`src/rtl/vpb_pkg.sv`:
```
package vpb_pkg;
  typedef struct packed {
    logic push;
    logic pop;
  } vpbStrobe_t;
endpackage

```
`src/rtl/vpb_datapath.sv`:
```
module vpb_datapath
  import vpb_pkg::*;
#(
  parameter int DEPTH = 16,
  parameter int AW    = 16,
  parameter int DW    = 8
) (
  input  logic          clk,
  input  logic          rstN,
  input  vpbStrobe_t    strb,
  input  logic [AW-1:0] inAddr,
  input  logic [DW-1:0] inData,
  output logic [AW-1:0] headAddr,
  output logic [DW-1:0] headData
);
  localparam int PW = (DEPTH > 1) ? $clog2(DEPTH) : 1;
  localparam logic [PW-1:0] LAST = PW'(DEPTH - 1);

  logic [AW-1:0] addrMem [DEPTH];
  logic [DW-1:0] dataMem [DEPTH];
  logic [PW-1:0] wrPtr, rdPtr;

  function automatic logic [PW-1:0] nextPtr(input logic [PW-1:0] p);
    return (p == LAST) ? '0 : p + 1'b1;
  endfunction

  always_ff @(posedge clk) begin
    if (!rstN) begin
      wrPtr <= '0;
      rdPtr <= '0;
    end else begin
      if (strb.push) wrPtr <= nextPtr(wrPtr);
      if (strb.pop)  rdPtr <= nextPtr(rdPtr);
    end
  end

  always_ff @(posedge clk) begin
    if (strb.push) begin
      addrMem[wrPtr] <= inAddr;
      dataMem[wrPtr] <= inData;
    end
  end

  assign headAddr = addrMem[rdPtr];
  assign headData = dataMem[rdPtr];

  // every pop moves the read pointer by exactly one slot
  p_pop_advance_r5: assert property (@(posedge clk) disable iff (!rstN)
    strb.pop |=> rdPtr == nextPtr($past(rdPtr)));
  // a cycle without a push leaves the write pointer in place
  p_hold_wrptr_r3: assert property (@(posedge clk) disable iff (!rstN)
    !strb.push |=> $stable(wrPtr));
endmodule

```
`src/rtl/vpb_ctrl.sv`:
```
module vpb_ctrl
  import vpb_pkg::*;
#(
  parameter int DEPTH = 16,
  parameter int AW    = 16,
  parameter logic [AW-1:0] WIN_LO = 16'h4000,
  parameter logic [AW-1:0] WIN_HI = 16'h7FFF
) (
  input  logic          clk,
  input  logic          rstN,
  input  logic [AW-1:0] cpuAddr,
  input  logic          cpuWr,
  input  logic          cpuRd,
  input  logic          vidBusy,
  output vpbStrobe_t    strb,
  output logic          cpuWait,
  output logic          mirWe,
  output logic          mirRe,
  output logic          vramWe
);
  localparam int CW = $clog2(DEPTH + 1);
  localparam logic [CW-1:0] FULLCNT = CW'(DEPTH);

  logic [CW-1:0] count;
  logic inWin, full, empty;

  assign inWin = (cpuAddr >= WIN_LO) && (cpuAddr <= WIN_HI);
  assign full  = (count == FULLCNT);
  assign empty = (count == '0);

  assign cpuWait   = cpuWr & inWin & full;
  assign strb.push = cpuWr & inWin & ~full;
  assign strb.pop  = ~vidBusy & ~empty;
  assign mirWe     = strb.push;
  assign mirRe     = cpuRd & inWin;
  assign vramWe    = strb.pop;

  always_ff @(posedge clk) begin
    if (!rstN) count <= '0;
    else if (strb.push && !strb.pop) count <= count + 1'b1;
    else if (!strb.push && strb.pop) count <= count - 1'b1;
  end

  // the queue never overflows
  p_no_overflow_r3: assert property (@(posedge clk) disable iff (!rstN)
    count <= FULLCNT);
  // video RAM is written only in free slots
  p_free_slot_r4: assert property (@(posedge clk) disable iff (!rstN)
    vramWe |-> !vidBusy);
  // nothing drains during a fetch burst
  p_busy_no_drain_r4: assert property (@(posedge clk) disable iff (!rstN)
    vidBusy |=> count >= $past(count));
  // occupancy changes by at most one per cycle
  p_single_step_r5: assert property (@(posedge clk) disable iff (!rstN)
    32'(count) <= 32'($past(count)) + 1 && 32'(count) + 1 >= 32'($past(count)));
  // the mirror is never written by a stalled access
  p_mirror_not_stalled_r2: assert property (@(posedge clk) disable iff (!rstN)
    mirWe |-> !cpuWait);
  // a read strobe on its own never stalls
  p_read_no_wait_r7: assert property (@(posedge clk) disable iff (!rstN)
    (mirRe && !cpuWr) |-> !cpuWait);
endmodule

```
`src/rtl/vram_post_buf.sv`:
```
module vram_post_buf
  import vpb_pkg::*;
#(
  parameter int DEPTH = 16,
  parameter logic [15:0] WIN_LO = 16'h4000,
  parameter logic [15:0] WIN_HI = 16'h7FFF
) (
  input  logic        clk,
  input  logic        rstN,
  input  logic [15:0] cpuAddr,
  input  logic [7:0]  cpuWdata,
  input  logic        cpuWr,
  input  logic        cpuRd,
  input  logic        vidBusy,
  output logic        cpuWait,
  output logic        mirWe,
  output logic        mirRe,
  output logic [15:0] mirAddr,
  output logic [7:0]  mirWdata,
  output logic        vramWe,
  output logic [15:0] vramAddr,
  output logic [7:0]  vramWdata
);
  vpbStrobe_t strb;

  vpb_ctrl #(.DEPTH(DEPTH), .AW(16), .WIN_LO(WIN_LO), .WIN_HI(WIN_HI)) uCtrl (
    .clk(clk), .rstN(rstN), .cpuAddr(cpuAddr), .cpuWr(cpuWr), .cpuRd(cpuRd),
    .vidBusy(vidBusy), .strb(strb), .cpuWait(cpuWait), .mirWe(mirWe),
    .mirRe(mirRe), .vramWe(vramWe)
  );

  vpb_datapath #(.DEPTH(DEPTH), .AW(16), .DW(8)) uData (
    .clk(clk), .rstN(rstN), .strb(strb), .inAddr(cpuAddr), .inData(cpuWdata),
    .headAddr(vramAddr), .headData(vramWdata)
  );

  assign mirAddr  = cpuAddr;
  assign mirWdata = cpuWdata;
endmodule

```
`config.mk`:
```
export PLATFORM = sky130hd
export DESIGN_NAME = vram_post_buf
export DESIGN_NICKNAME = d
export VERILOG_FILES = /design/src/rtl/vpb_pkg.sv /design/src/rtl/vpb_datapath.sv /design/src/rtl/vpb_ctrl.sv /design/src/rtl/vram_post_buf.sv
export SDC_FILE = /design/constraint.sdc
export NUM_CORES = 1
export LEC_CHECK = 0
export BUFFER_PORTS_ARGS = -buffer_cell sky130_fd_sc_hd__clkbuf_2
export CAP_MARGIN = 5
export CORE_UTILIZATION = 60
export DETAILED_ROUTE_END_ITERATION = 12
export GPL_TIMING_DRIVEN = 0
export PLACE_DENSITY = 0.83
export SETUP_SLACK_MARGIN = 0.05
export SKIP_LAST_GASP = 1
export SYNTH_ARGS = -nofsm -noshare
export SYNTH_HDL_FRONTEND = slang
export SYNTH_HIERARCHICAL = 1
export SYNTH_SLANG_ARGS = --single-unit
export TNS_END_PERCENT = 10
```
`constraint.sdc`:
```
create_clock -name clk -period 2.9 [get_ports clk]
set_clock_uncertainty 0.1 [all_clocks]
set_input_delay 0.435 -clock clk [delete_from_list [all_inputs] [get_ports clk]]
set_output_delay 0.435 -clock clk [all_outputs]
set_load 0.005 [all_outputs]
```
==> results.md <==
- Distinct cells, synth: 31
- Fin crit period: 2950 ps
- Vias in the first global route: 7935
- CP Data Arrival Time: 2420 ps
- Yosys Warn Count: 6
- Reg2reg end: uData/addrMem[0][6]
- HPWL after DPL: 18600 µm
- Post-DR wirelength/cell: 28.1 µm
- CTS root buf: clkbuf_16
- Max-slew violations: 0
- Core Box Area: 25300 µm²
- Share of layout cells above drive strength 1: 0.360
- Unrepaired setup endpoints after global routing: yes
- Syn Area/Cell: 21.3 µm²
- Reg2reg start: uCtrl/count[1]
- CP delay by family, top: buffers and inverters
- Vias per cell: 6.44
- Failing checks: setup timing
- Pleak: 0.00595 µW
- Outcome: complete, but fails checks
- Required @ worst endpoint: 2370 ps
- Placed cells: 1150
- Crit path capture type: output pin
- Tcrit/Tclk final: 1.02
- WHS Endpoint: uData/addrMem[10][11]
- Worst-margin pin slew: 923 ps
- Min-Delay Path Class: primary input to register
- Final net count: 910
- Net count after synthesis: 772
- Worst rel slew slack: 0.385
- Element type at the critical path start: register
- Die H: 163 µm
- Gr usage total: 0.262
- Initial antenna violation count: 1
- DR pass1 iterations: 5
- Drt total wl: 34400 µm
- H-tree depth: 2
- Initial Util: 0.614
- Clk Latency, worst-skew pair: 510 ps
- Path depth of the worst reg2reg path: 6
- First-pass GRT wire length: 48800 µm
- Total CTS buffers: 38
- Largest net degree at the start of global routing: 25
- PwrDens: 774 nW/µm²
- FMAX: 339 MHz
- Diode count: 0
- Total number of vias: 7900
- # Max-Cap Violations: 0
- RePlAce Congestion: 0.748
- Final worst setup slack: -53.8 ps
- Area of the mapped netlist: 15600 µm²
- Crit path buffers/inverters: 4
- Register area share after synthesis: 0.763
- I/O pins: 81
- Overflow after GRT: 0
- CTS sink cnt: 401
- CP max stage cell: mux4_2
- Post-route DRC: 0
- CP peak stage delay: 350 ps
- CP cell instances: buf_2 > buf_6 > buf_4 > mux4_2 > a22oi_1 > nand2_1 > clkbuf_2
- Hold wc startpoint: cpuAddr[11]
- Final setup fails: 22
- Seq cells post-synth: 401
- Routed Antenna Nets: 0
- Setup slack, reg-to-reg: -20 ps
- Rows: 58
- CTS Hold Bufs: 0
- Crit Path Max Fanout: 10
- Die Wd: 163 µm
- Starting DRT DRC Count: 912
- CTS tree: built
- Port Buf Inserts: 80
- Area Growth Syn to Fin: 16.2%
- Finished Layout Cells: 1227
- CTS Buffer Depth: 3
- Die Footprint: 26600 µm²
- Clk slew on worst S/H paths: 60 ps
- Maximum vdd drop: 0.492 mV
- Mapped Cells: 732
- Placement Setup Slack: -622 ps
- Critical Path Stages: 7
- WHS Path Cells: 1
- Final Hold Fails: 0
- Worst Setup Path Type: register to output pin
cells in the mapped netlist (all sizes together):
library cell | count | area [µm²]
a21boi | 4 | 30.0
a21oi | 6 | 30.0
mux2i | 3 | 30.0
clkbuf | 18 | 67.6
and3 | 1 | 6.26
nor4 | 1 | 12.5
or3 | 1 | 6.26
edfxtp | 384 | 11500
and2 | 22 | 138
inv | 6 | 22.5
o21ai | 5 | 25.0
nand2 | 34 | 128
fa | 1 | 20.0
a22oi | 48 | 360
mux4 | 96 | 2160
nor3b | 1 | 7.51
or2 | 1 | 6.26
nand3b | 3 | 22.5
dfxtp | 17 | 340
nor2b | 5 | 31.3
nand3 | 7 | 35.0
ha | 10 | 125
nor2 | 2 | 7.51
nand2b | 4 | 25.0
a21o | 1 | 7.51
xor2 | 1 | 8.76
and3b | 3 | 26.3
buf | 43 | 314
xnor2 | 4 | 35.0
cells in the final DEF, fill, tap and decap left out, types with 2 or more instances in the layout:
cell type and count:
nor2_1 2, buf_2 2, and3b_1 3, nand3_1 7, edfxtp_1 384, o21ai_0 5, clkbuf_16 43, inv_1 6
buf_12 6, ha_1 10, buf_8 7, nand3b_1 3, nand2b_1 4, a22oi_2 7, clkinv_2 6, buf_16 5
and2_2 11, mux2i_1 3, clkbuf_2 93, bufinv_16 3, a22oi_1 41, nand2_1 33, buf_4 35, a21oi_1 6
nor2b_1 5, a21boi_0 4, clkinv_1 6, clkbuf_1 15, buf_6 5, xnor2_1 4, mux4_2 96, dfxtp_1 17
and2_1 10
power by group:
part           switching [µW]  total, µW  internal (µW)
Sequential               65.1       6480           6420
Combinational            1260       2700           1440
Clock                    1970       4810           2840
kinds of logic after synthesis:
kind of cell               share of synthesized area
adders and majority gates                    0.00933
AOI/OAI and AO/OA                             0.0291
buffers and inverters                         0.0260
DFF                                            0.763
muxes                                          0.141
and+or+nand+nor                               0.0290
xor gates and xnor gates                     0.00281
per-stage QoR:
step                       util  total power (µW)  hold WS [ps]  setup TNS (ps)  instance area, µm²
final                     0.714             14000           229            -257               18100
after CTS                 0.704             13800           216           -2270               17800
after global routing      0.714             14400           243           -9950               18100
after detailed placement  0.654              8930           404         -114380               16600
after global placement    0.647              8880           383         -269770               16400
after floorplan               -              8270           369               0               15600
cell type report:
type,count,area (µm²)
clock buffer,52,1070
multi-input combinational,264,3340
tap,330,413
timing repair buffer,98,718
fill,1432,7250
buffer,61,504
sequential,401,11900
clock inverter,15,143
inverter,6,22.5
per-layer routing:
metal  track usage  share of wire  vias to the layer above
met5             0              0                        -
met4        0.0862          0.036                        0
met3        0.0442          0.071                       84
met2         0.448           0.51                      402
met1         0.347           0.38                     4153
li1              -              -                     3261
timing repair:
action / in CTS / in global routing
setup endpoints to repair: 98 / 272
pin swaps: 0 / 2
gates resized for setup: 26 / 36
buffers inserted: 0 / 8
gates cloned: 0 / 2
worst max-delay path by stage:
stage          slack, ps              endpoint           start
3_5_place_dp        -620  uData/addrMem[3][13]     cpuAddr[14]
5_1_grt             -150   uData/addrMem[0][6]  uCtrl/count[1]
6_report             -50          vramAddr[14]        register
4_1_cts             -120           vramAddr[9]        register
3_3_place_gp        -820   uData/addrMem[1][6]     cpuAddr[14]
2_1_floorplan        270   uData/addrMem[0][0]     cpuAddr[15]
sequential cells by signal (all words and copies together) (netlist names), named ones only:
register,count
uCtrl/count,5
uData/dataMem,128
uData/rdPtr,4
uData/wrPtr,4
uData/addrMem,256
Power figures use the tool's default switching activity.
